[config.mk]
export PLATFORM = sky130hd
export DESIGN_NAME = flash_accel
export DESIGN_NICKNAME = d
export VERILOG_FILES = /design/src/rtl/flash_accel_pkg.sv /design/src/rtl/fa_line_buf.sv /design/src/rtl/fa_flash_seq.sv /design/src/rtl/flash_accel.sv
export SDC_FILE = /design/constraint.sdc
export NUM_CORES = 1
export LEC_CHECK = 0
export BUFFER_PORTS_ARGS = -buffer_cell sky130_fd_sc_hd__buf_4
export CAP_MARGIN = 20
export CORE_UTILIZATION = 55
export DETAILED_ROUTE_END_ITERATION = 10
export GPL_TIMING_DRIVEN = 1
export PLACE_DENSITY = 0.73
export SYNTH_ARGS = -nofsm -noshare
export SYNTH_HDL_FRONTEND = slang
export SYNTH_SLANG_ARGS = --single-unit
[constraint.sdc]
create_clock -name clk_i -period 7 [get_ports clk_i]
set_input_delay 0.7 -clock clk_i [delete_from_list [all_inputs] [get_ports clk_i]]
set_output_delay 0.7 -clock clk_i [all_outputs]
set_load 0.01 [all_outputs]
[src/rtl/flash_accel_pkg.sv]
package flash_accel_pkg;
  typedef enum logic [1:0] {K_PF, K_SEQ, K_BR, K_DAT} fa_kind_e;
  localparam int NBUF = 4;
  localparam int B_PF = 0;  // sequential line
  localparam int B_BT = 1;  // branch target line
  localparam int B_HO = 2;  // prefetch holding line
  localparam int B_DA = 3;  // data line
endpackage

[src/rtl/fa_line_buf.sv]
module fa_line_buf #(
  parameter int TAG_W  = 28,
  parameter int LINE_W = 128
) (
  input  logic              clk_i,
  input  logic              rst_ni,
  input  logic              clr_i,
  input  logic              ld_i,
  input  logic [TAG_W-1:0]  ld_tag_i,
  input  logic [LINE_W-1:0] ld_line_i,
  input  logic [TAG_W-1:0]  look_tag_i,
  output logic              hit_o,
  output logic              valid_o,
  output logic [TAG_W-1:0]  tag_o,
  output logic [LINE_W-1:0] line_o
);
  logic              v_q;
  logic [TAG_W-1:0]  tag_q;
  logic [LINE_W-1:0] line_q;

  always_ff @(posedge clk_i or negedge rst_ni) begin
    if (!rst_ni) begin
      v_q    <= 1'b0;
      tag_q  <= '0;
      line_q <= '0;
    end else if (ld_i) begin
      v_q    <= 1'b1;
      tag_q  <= ld_tag_i;
      line_q <= ld_line_i;
    end else if (clr_i) begin
      v_q <= 1'b0;
    end
  end

  assign hit_o   = v_q && (tag_q == look_tag_i);
  assign valid_o = v_q;
  assign tag_o   = tag_q;
  assign line_o  = line_q;
endmodule

[src/rtl/fa_flash_seq.sv]
module fa_flash_seq
  import flash_accel_pkg::*;
#(
  parameter int TAG_W = 28,
  parameter int TIM_W = 3
) (
  input  logic             clk_i,
  input  logic             rst_ni,
  input  logic             start_i,
  input  logic             abort_i,
  input  fa_kind_e         kind_i,
  input  logic [TAG_W-1:0] tag_i,
  input  logic [TIM_W-1:0] cyc_i,
  output logic             busy_o,
  output logic             done_o,
  output fa_kind_e         kind_o,
  output logic [TAG_W-1:0] tag_o
);
  logic             busy_q;
  logic [TIM_W-1:0] cnt_q;
  logic [TIM_W-1:0] cyc_eff;
  fa_kind_e         kind_q;
  logic [TAG_W-1:0] tag_q;

  assign cyc_eff = (cyc_i == '0) ? TIM_W'(1) : cyc_i;

  always_ff @(posedge clk_i or negedge rst_ni) begin
    if (!rst_ni) begin
      busy_q <= 1'b0;
      cnt_q  <= '0;
      kind_q <= K_PF;
      tag_q  <= '0;
    end else if (start_i) begin
      busy_q <= 1'b1;
      cnt_q  <= cyc_eff - TIM_W'(1);
      kind_q <= kind_i;
      tag_q  <= tag_i;
    end else if (abort_i) begin
      busy_q <= 1'b0;
    end else if (busy_q) begin
      if (cnt_q == '0) busy_q <= 1'b0;
      else             cnt_q  <= cnt_q - TIM_W'(1);
    end
  end

  assign busy_o = busy_q;
  assign done_o = busy_q && (cnt_q == '0);
  assign kind_o = kind_q;
  assign tag_o  = tag_q;

  a_r8_addr_stable: assert property (@(posedge clk_i) disable iff (!rst_ni)
    (busy_q && !start_i && !abort_i && cnt_q != '0) |=> (busy_q && $stable(tag_q)));

  a_r8_access_ends: assert property (@(posedge clk_i) disable iff (!rst_ni)
    (done_o && !start_i) |=> !busy_q);
endmodule

[src/rtl/flash_accel.sv]
module flash_accel
  import flash_accel_pkg::*;
#(
  parameter int WADDR_W = 30,
  parameter int LINE_W  = 128,
  parameter int WORD_W  = 32,
  parameter int TIM_W   = 3,
  parameter int TIM_RST = 7
) (
  input  logic                                       clk_i,
  input  logic                                       rst_ni,
  input  logic                                       req_valid_i,
  input  logic                                       req_fetch_i,
  input  logic [WADDR_W-1:0]                         req_waddr_i,
  output logic [WORD_W-1:0]                          rdata_o,
  output logic                                       ready_o,
  input  logic                                       tim_we_i,
  input  logic [TIM_W-1:0]                           tim_wdata_i,
  output logic                                       flash_req_o,
  output logic [WADDR_W-$clog2(LINE_W/WORD_W)-1:0]   flash_addr_o,
  input  logic [LINE_W-1:0]                          flash_rdata_i
);
  localparam int WPL   = LINE_W / WORD_W;
  localparam int SEL_W = $clog2(WPL);
  localparam int TAG_W = WADDR_W - SEL_W;

  logic [TIM_W-1:0] tim_q;
  logic             inval;
  logic [TAG_W-1:0] req_tag;
  logic [SEL_W-1:0] req_sel;

  logic              buf_clr  [NBUF];
  logic              buf_ld   [NBUF];
  logic [TAG_W-1:0]  buf_ldtag[NBUF];
  logic [LINE_W-1:0] buf_ldln [NBUF];
  logic              buf_hit  [NBUF];
  logic              buf_v    [NBUF];
  logic [TAG_W-1:0]  buf_tag  [NBUF];
  logic [LINE_W-1:0] buf_line [NBUF];
  logic [WORD_W-1:0] buf_word [NBUF];

  logic             fl_busy, fl_done, fl_start, fl_abort;
  fa_kind_e         fl_kind, st_kind;
  logic [TAG_W-1:0] fl_tag, st_tag;

  logic             cur_v, cur_nxt_v;
  logic [TAG_W-1:0] cur_tag, cur_nxt, pf_tgt;

  logic fetch, dat, hit_pf, hit_bt, hit_ho, hit_da, served_f;
  logic miss, pend, dem_start, seq, pf_in, pf_start, cmp;
  fa_kind_e dem_kind;

  assign inval   = tim_we_i;
  assign req_tag = req_waddr_i[WADDR_W-1:SEL_W];
  assign req_sel = req_waddr_i[SEL_W-1:0];

  always_ff @(posedge clk_i or negedge rst_ni) begin
    if (!rst_ni)       tim_q <= TIM_W'(TIM_RST);
    else if (tim_we_i) tim_q <= tim_wdata_i;
  end

  for (genvar g = 0; g < NBUF; g++) begin : g_buf
    fa_line_buf #(.TAG_W(TAG_W), .LINE_W(LINE_W)) u_buf (
      .clk_i      (clk_i),
      .rst_ni     (rst_ni),
      .clr_i      (buf_clr[g]),
      .ld_i       (buf_ld[g]),
      .ld_tag_i   (buf_ldtag[g]),
      .ld_line_i  (buf_ldln[g]),
      .look_tag_i (req_tag),
      .hit_o      (buf_hit[g]),
      .valid_o    (buf_v[g]),
      .tag_o      (buf_tag[g]),
      .line_o     (buf_line[g])
    );
    assign buf_word[g] = buf_line[g][req_sel*WORD_W +: WORD_W];
  end

  // hit detection, instruction buffers and data buffer kept apart
  assign fetch    = req_valid_i && req_fetch_i;
  assign dat      = req_valid_i && !req_fetch_i;
  assign hit_pf   = fetch && buf_hit[B_PF];
  assign hit_bt   = fetch && buf_hit[B_BT] && !hit_pf;
  assign hit_ho   = fetch && buf_hit[B_HO] && !hit_pf && !hit_bt;
  assign hit_da   = dat && buf_hit[B_DA];
  assign served_f = hit_pf || hit_bt || hit_ho;
  assign ready_o  = served_f || hit_da;

  always_comb begin
    rdata_o = '0;
    if (hit_pf)      rdata_o = buf_word[B_PF];
    else if (hit_bt) rdata_o = buf_word[B_BT];
    else if (hit_ho) rdata_o = buf_word[B_HO];
    else if (hit_da) rdata_o = buf_word[B_DA];
  end

  // miss handling
  assign miss      = req_valid_i && !ready_o;
  assign pend      = fl_busy && (fl_tag == req_tag) &&
                     (req_fetch_i ? (fl_kind != K_DAT) : (fl_kind == K_DAT));
  assign dem_start = miss && !pend && !inval;
  assign seq       = cur_v && (req_tag == cur_tag + TAG_W'(1));
  assign dem_kind  = !req_fetch_i ? K_DAT : (seq ? K_SEQ : K_BR);

  // next-line prefetch follows the line being fetched now
  assign cur_nxt_v = cur_v || served_f;
  assign cur_nxt   = served_f ? req_tag : cur_tag;
  assign pf_tgt    = cur_nxt + TAG_W'(1);

  always_comb begin
    pf_in = 1'b0;
    for (int k = B_PF; k <= B_HO; k++)
      if (buf_v[k] && buf_tag[k] == pf_tgt) pf_in = 1'b1;
  end

  assign pf_start = !fl_busy && cur_nxt_v && !pf_in && !miss && !inval;
  assign fl_start = dem_start || pf_start;
  assign st_kind  = dem_start ? dem_kind : K_PF;
  assign st_tag   = dem_start ? req_tag : pf_tgt;
  assign fl_abort = (dem_start && fl_busy) || inval;
  assign cmp      = fl_done && !fl_abort;

  fa_flash_seq #(.TAG_W(TAG_W), .TIM_W(TIM_W)) u_seq (
    .clk_i   (clk_i),
    .rst_ni  (rst_ni),
    .start_i (fl_start),
    .abort_i (fl_abort),
    .kind_i  (st_kind),
    .tag_i   (st_tag),
    .cyc_i   (tim_q),
    .busy_o  (fl_busy),
    .done_o  (fl_done),
    .kind_o  (fl_kind),
    .tag_o   (fl_tag)
  );

  assign flash_req_o  = fl_busy;
  assign flash_addr_o = fl_tag;

  // buffer fills
  always_comb begin
    for (int k = 0; k < NBUF; k++) begin
      buf_clr[k]   = inval;
      buf_ldtag[k] = fl_tag;
      buf_ldln[k]  = flash_rdata_i;
    end
    buf_ld[B_BT] = cmp && fl_kind == K_BR;
    buf_ld[B_HO] = cmp && fl_kind == K_PF;
    buf_ld[B_DA] = cmp && fl_kind == K_DAT;
    buf_ld[B_PF] = (cmp && fl_kind == K_SEQ) || (hit_ho && !inval);
    if (!(cmp && fl_kind == K_SEQ)) begin
      buf_ldtag[B_PF] = buf_tag[B_HO];
      buf_ldln[B_PF]  = buf_line[B_HO];
    end
    buf_clr[B_HO] = inval || hit_ho || (dem_start && req_fetch_i);
  end

  always_ff @(posedge clk_i or negedge rst_ni) begin
    if (!rst_ni) begin
      cur_v   <= 1'b0;
      cur_tag <= '0;
    end else if (inval) begin
      cur_v   <= 1'b0;
    end else begin
      cur_v   <= cur_nxt_v;
      cur_tag <= cur_nxt;
    end
  end

  a_r9_inval_empties: assert property (@(posedge clk_i) disable iff (!rst_ni)
    tim_we_i |=> (!buf_v[B_PF] && !buf_v[B_BT] && !buf_v[B_HO] && !buf_v[B_DA] && !fl_busy));

  a_r6_dat_takes_flash: assert property (@(posedge clk_i) disable iff (!rst_ni)
    (dat && !buf_hit[B_DA] && fl_busy && fl_kind == K_PF && !tim_we_i)
      |=> (fl_busy && fl_kind == K_DAT));

  a_r3_wait_no_restart: assert property (@(posedge clk_i) disable iff (!rst_ni)
    (miss && pend && !fl_done && !tim_we_i) |=> (fl_busy && $stable(fl_tag)));
endmodule

Yosys cells after proc, flatten, opt, wreduce, memory -nomap -nowiden --
Cells that the tools add are included.
Word-level totals: register bits 694, logic and storage cells 136, output and inout port bits 62, bits of input ports 166
Cells by class: reductions and logical operators 63, equal/unequal tests 15, mux-type cells 31, add/subtract/negate cells 4, shifts and indexed selects 4
Operators with widths (number):
- variable part select 128 x 8 -> 32 bit | 4
- == test 28 bit | 9
- 2-to-1 mux 128 bit | 1
- 2-to-1 mux 32 bit | 4
- 2-to-1 mux 28 bit | 3
- adder 28 x 1 -> 28 bit (second input constant) | 2
- logical AND 1 bit | 35
- 2-to-1 mux 1 bit | 15
- 2-to-1 mux 3 bit | 5
- logical NOT 1 bit | 10
- nonzero test 2 bit | 5
- logical OR 1 bit | 9
- logical NOT 3 bit | 2
- 2-to-1 mux 2 bit | 3
- inequality test 2 bit (second input constant) | 3
- subtractor 3 x 1 -> 3 bit (second input constant) | 2
- == test 2 bit (second input constant) | 2
- AND reduction 3 bit | 1
- == test 2 x 1 -> 1 bit (second input constant) | 1
- logical NOT 2 bit | 1

Logic depth before layout (Yosys ltp) --
depth in word-level cells 22, depth in mapped cells 30, depth with buffers taken out 25

Hierarchy --
A second synthesis with hierarchy kept.
Unflattened totals: cells, all modules 2856, area, all modules 37698.7 sq um
By module, submodules not included:
- fa_line_buf | cells each 370, area an instance 6125.9 sq um, sequential area each 3928.8 sq um, times used 4
- flash_accel | cells each 1285, area an instance 11823.8 sq um, sequential area each 804.5 sq um, times used 1
- fa_flash_seq | cells each 91, area an instance 1371.3 sq um, sequential area each 850.8 sq um, times used 1

Least setup slack after synthesis --
Ideal clock, no wire load.
path type input -> register, start point input req_waddr_i[8], end point register u_seq.cnt_q[2], library setup time 0.126 ns, path buffers 5, setup slack 0.353 ns, required time 6.874 ns, stages 30, arrival time 6.521 ns, path through buf_2 > xor2_1 > nor4_1 > nand4_1 > or4_1 > clkbuf_1 > nand3_2 > buf_4 > nand2_1 > nand2_1 > ha_1 > clkbuf_1 > nand2_1 > or4_1 > o21a_1 > or3_1 > a2111oi_2 > a211o_1 > o2111ai_1 > a2111oi_0 > nand4_1 > a2bb2oi_1 > a21oi_2 > buf_4 > mux2i_1 > ha_1 > inv_1 > nor2_1 > xnor2_1 > mux2i_1
On the way: longest elaborated chain between the ends 22, elaborated cells on any way between the ends 54, those cells by class 1 x add/sub; 10 x eq/ne; 5 x mux; 38 x reduce/logical
Ends and longest elaborated chain:
- start: declaration | line flash_accel.sv:14 | input logic [WADDR_W-1:0] req_waddr_i,
- == test 28 bit | line fa_line_buf.sv:35 | assign hit_o = v_q && (tag_q == look_tag_i);
- logical AND 1 bit | line fa_line_buf.sv:35
- logical AND 1 bit | line flash_accel.sv:82 | assign hit_pf = fetch && buf_hit[B_PF];
- logical NOT 1 bit | line flash_accel.sv:83, flash_accel.sv:84
- logical AND 1 bit | line flash_accel.sv:83 | assign hit_bt = fetch && buf_hit[B_BT] && !hit_pf;
- logical NOT 1 bit | line flash_accel.sv:84 | assign hit_ho = fetch && buf_hit[B_HO] && !hit_pf && !hit_bt;
- logical AND 1 bit | line flash_accel.sv:84
- logical OR 1 bit * | line flash_accel.sv:86 | assign served_f = hit_pf || hit_bt || hit_ho;
- [... 1 more ...]
- net cur_nxt[1] | line flash_accel.sv:47 | logic [TAG_W-1:0] cur_tag, cur_nxt, pf_tgt;
- [... 2 more ...]
- logical AND 1 bit | line flash_accel.sv:113 | if (buf_v[k] && buf_tag[k] == pf_tgt) pf_in = 1'b1;
- 2-to-1 mux 1 bit (2 in a row) | line flash_accel.sv:113
- 2-to-1 mux 1 bit * | line flash_accel.sv:113
- logical NOT 1 bit * | line flash_accel.sv:116 | assign pf_start = !fl_busy && cur_nxt_v && !pf_in && !miss && !inval;
- logical AND 1 bit * (3 in a row) | line flash_accel.sv:116
- logical OR 1 bit * | line flash_accel.sv:117 | assign fl_start = dem_start || pf_start;
- inequality test 2 bit (no source line) or nonzero test 2 bit (tied branches)
- AND reduction 3 bit (no source line)
- end signal: assignment | line fa_flash_seq.sv:35 | cnt_q <= cyc_eff - TIM_W'(1);
- end signal: assignment | line fa_flash_seq.sv:42 | else cnt_q <= cnt_q - TIM_W'(1);
- end: declaration | line fa_flash_seq.sv:20 | logic [TIM_W-1:0] cnt_q;
Mark *: on every way through the listed nets, which the timed path passes. The rest lies on a longest branch. A chain may end at the register's enable or synchronous reset.

Worst setup path in the final report --
start point register g_buf[1].u_buf.tag_q[11], end point register u_seq.cnt_q[2]
On the way: longest elaborated chain between the ends 21, elaborated cells on any way between the ends 39, those cells by class 1 x add/sub; 6 x eq/ne; 5 x mux; 27 x reduce/logical
Ends and longest elaborated chain:
- start: declaration | line fa_line_buf.sv:18 | logic [TAG_W-1:0] tag_q;
- start signal: assignment | line fa_line_buf.sv:28 | tag_q <= ld_tag_i;
- == test 28 bit * | line fa_line_buf.sv:35
- logical AND 1 bit * | line fa_line_buf.sv:35
- logical AND 1 bit * (2 in a row) | line flash_accel.sv:83
- logical NOT 1 bit | line flash_accel.sv:84
- logical AND 1 bit | line flash_accel.sv:84
- logical OR 1 bit * | line flash_accel.sv:86
- 2-to-1 mux 28 bit * | line flash_accel.sv:107 | assign cur_nxt = served_f ? req_tag : cur_tag;
- net cur_nxt[1] | line flash_accel.sv:47
- [... 2 more ...]
- logical AND 1 bit | line flash_accel.sv:113
- 2-to-1 mux 1 bit (2 in a row) | line flash_accel.sv:113
- 2-to-1 mux 1 bit * | line flash_accel.sv:113
- logical NOT 1 bit * | line flash_accel.sv:116
- logical AND 1 bit * (3 in a row) | line flash_accel.sv:116
- logical OR 1 bit * | line flash_accel.sv:117
- inequality test 2 bit (no source line) or nonzero test 2 bit (tied branches)
- AND reduction 3 bit (no source line)
Marks and branches as above.

==> flow_metrics.tcl <==
set metrics [dict create \
    status "completed" \
    cts-htree-levels 3 \
    syn-cell-area_um2 37200 \
    critPathKind "flop to flop" \
    crit_start "g_buf[1].u_buf.tag_o[11]" \
    tritoncts "yes" \
    start_util_pct 55.6 \
    die_area_um2 68800 \
    antenna_left 0 \
    period_needed_ns 6.55 \
    maxCapViolCount 0 \
    post_dp_cell_area_um2 39800 \
    die_h_um 262 \
    final_layout_size_suffix_gt1_share_pct 29.7 \
    num-fill-cells 5301 \
    vias 27869 \
    synthArstFlopShare_pct 100 \
    io_pins 228 \
    p_per_area_nw_per_um2 296 \
    worstMarginPinSlew_ns 1.19 \
    synth_edf_count 0 \
    hold_buffers 0 \
    synth_ff_type "dfrtp_1" \
    clkSlewWorstSetupHoldPaths_ns 0.06 \
    cp_data_required_time_ns 7.47 \
    netlist-cell-type-count 77 \
    dp_cells 4288 \
    mostFrequentLayoutCell "dfrtp_1" \
    grt_usage_pct 33.2 \
    gp_congestion 1.07 \
    synth_seq_cells 694 \
    port_buffers 227 \
    syn2layout_area_growth_pct 13.5 \
    core-area_um2 67000 \
    first_pass_iters 6 \
    cts.path.max_buffers 3 \
    rrSetupSlack_ns 0.45 \
    wl_per_cell_um 25.7 \
    die_w_um 262 \
    ir_drop_v 0.000235 \
    rsz0062_at_grt "false" \
    clock_sinks 694 \
    hpwl_um 78100 \
    tns_ns 0 \
    crit_path_end_kind "flop" \
    num_rows 95 \
    viasPerCell 6.30 \
    root_buffer "clkbuf_16" \
    grt_pass1_wl_um 175000 \
    yosys_warnings 0 \
    maxSlewViolCount 0 \
    finalNetCount 3662 \
    syn_avg_cell_area_um2 11.0 \
    relSlewSlack_pct 20.1 \
    yosysSeqAreaShare_pct 46.6 \
    antenna_found_initial 12 \
    syn_nets 3551 \
    finalHoldViolCount 0 \
    whs_ns 0.0687 \
    grt_pass1_vias 27942 \
    cp_max_fo 9 \
    crit_arrival_ns 7.02 \
    setup_viol 0 \
    worstReg2RegEnd "u_seq.cnt_q[2]" \
    routed_wl_um 114000 \
    drc 0 \
    rr_worst_depth 26 \
    fin_crit_sh_pct 93.6 \
    clock_skew_ns 0.0357 \
    grt_max_degree 168 \
    numCtsBuffers 76 \
    netlist_instances 3382 \
    hold_class "input port to async pin" \
    leakage_nw 19.5 \
    r2r-start "g_buf[1].u_buf.tag_o[11]" \
    drt_iter0_drc 2472 \
    stdcell_area_um2 42300 \
    overflow 0 \
    start_kind "flop" \
    final_cells 4424 \
    fmax_ghz 0.153 \
    cts_setup_buffers 0 \
    worstSkewPairLatency_ns 0.64 \
    layout_common_cells "691 x dfrtp_1, 453 x nand2_1, 445 x mux2_2" \
]
Yosys cell counts, types with 3 or more instances:
cell / instances / area share [%]
o31ai_1: 6 / 0.12
nand3_1: 38 / 0.51
a221o_1: 26 / 0.70
nor3b_1: 4 / 0.081
nand4_1: 54 / 0.91
dfstp_2: 3 / 0.21
nand2_1: 453 / 4.6
and2_1: 14 / 0.24
mux2_2: 445 / 13
a211oi_1: 4 / 0.081
nand4b_1: 8 / 0.19
a221oi_2: 26 / 1.0
buf_4: 35 / 0.71
xor2_1: 156 / 3.7
xnor2_1: 134 / 3.2
o32ai_1: 6 / 0.14
a2111oi_0: 3 / 0.071
o21ai_0: 86 / 1.2
buf_2: 50 / 0.67
a31oi_1: 163 / 2.7
nor4_1: 48 / 0.81
nor2_1: 308 / 3.1
a22oi_1: 3 / 0.060
o2111ai_1: 5 / 0.12
buf_6: 3 / 0.091
xor3_1: 3 / 0.19
and3_1: 13 / 0.22
or4_1: 10 / 0.20
nand2b_1: 5 / 0.084
mux2i_1: 44 / 1.2
mux4_2: 126 / 7.6
dfrtp_1: 691 / 46
a221oi_1: 3 / 0.071
and4_1: 10 / 0.24
ha_1: 3 / 0.10
or3_1: 9 / 0.15
buf_1: 18 / 0.18
o211ai_1: 3 / 0.060
a21oi_1: 40 / 0.54
a22o_1: 7 / 0.16
nor2b_1: 4 / 0.067
inv_1: 61 / 0.61
clkbuf_1: 180 / 1.8
nor3_1: 27 / 0.36
worst max-delay path, stage by stage, from the launching register on:
cell      delay [ns]
dfrtp_1         0.45
xnor2_1         0.27
nor4bb_1        0.39
nand4_1         0.20
or4_1           0.72
nand3_2         0.14
nand2_1         0.06
nand2_1         0.09
ha_1            0.21
buf_4           0.23
and3_1          0.29
nand4_1         0.33
nor4_1          0.48
nor2_1          0.10
a31oi_1         0.19
a21oi_2         0.09
xnor2_1         0.15
or4_1           0.53
nor4_1          0.26
a21oi_1         0.18
a21oi_4         0.20
mux2i_1         0.23
ha_1            0.20
inv_1           0.05
nor2_1          0.12
xnor2_1         0.13
mux2i_1         0.09
flip-flops by register name, summed over array words and instances (netlist names):
signal / flops
u_seq.busy_o: 1
g_buf.u_buf.line_o: 512
cur_tag: 28
u_seq.tag_o: 28
tim_q: 3
u_seq.cnt_q: 3
u_seq.kind_o: 2
g_buf.u_buf.valid_o: 4
cur_v: 1
g_buf.u_buf.tag_o: 112
how the worst max path moves through the flow:
stage                                 to  cells past startpoint
after floorplan           u_seq.cnt_q[2]                     30
after global placement    u_seq.cnt_q[2]                     27
after detailed placement  u_seq.cnt_q[2]                     27
after CTS                 u_seq.cnt_q[2]                     26
after global routing      u_seq.cnt_q[2]                     26
final                     u_seq.cnt_q[2]                     26
area by class of cell:
cell class	instances	area, um^2	area share, %
multi-input cells	2341	18400	43.6
inverters	61	229	0.542
well taps	873	1090	2.58
diodes	3	7.51	0.0178
clock buffers	115	2220	5.25
clock inverters	18	294	0.695
repair buffers	319	2650	6.27
flip-flops and latches	694	17400	41.1
what timing repair did:
| item | CTS | global route |
|---|---|---|
| resized for setup | 0 | 1 |
| endpoints found under the setup margin | 0 | 1 |
| endpoints found under the hold margin | 0 | 0 |
where the power goes:
group	total [mW]	internal, mW	switching (mW)	leakage [nW]
Sequential	5.86	5.01	0.846	9.37
Clock	4.02	2.32	1.69	1.22
Combinational	2.65	1.41	1.23	8.93
Total	12.5	8.75	3.77	19.5
metal layers:
metal | up-vias | part of all wire, % | GRT usage (%)
li1 | 12241 | - | -
met1 | 14153 | 40 | 43.7
met2 | 1135 | 47 | 52.7
met3 | 322 | 7.5 | 6.75
met4 | 18 | 5.4 | 16.2
met5 | - | 0.11 | 0
logic make-up (layout without fill, tap and decap cells):
family	Yosys count	after routing	synth area share (%)
flip-flops	694	694	46.6
AND/OR/NAND/NOR	1023	1023	12.2
adder cells (fa/ha/maj)	3	3	0.101
multiplexers	616	616	22.3
XOR/XNOR	293	293	7.01
AO/OA/AOI/OAI	406	406	7.66
other	0	3	0
buffers and inverters	347	513	4.08
stage by stage:
step / util [%] / power [mW] / worst slack (ns)
detailed placement: 59.3 / 8.51 / 0.168
global placement: 59.3 / 8.41 / 0.241
CTS: 63.1 / 12.5 / 0.507
global route: 63.1 / 13.1 / 0.0566
floorplan: - / 7.44 / 0.353
finish: 63.1 / 12.5 / 0.449
No activity file was read; power rests on OpenSTA's default activity.
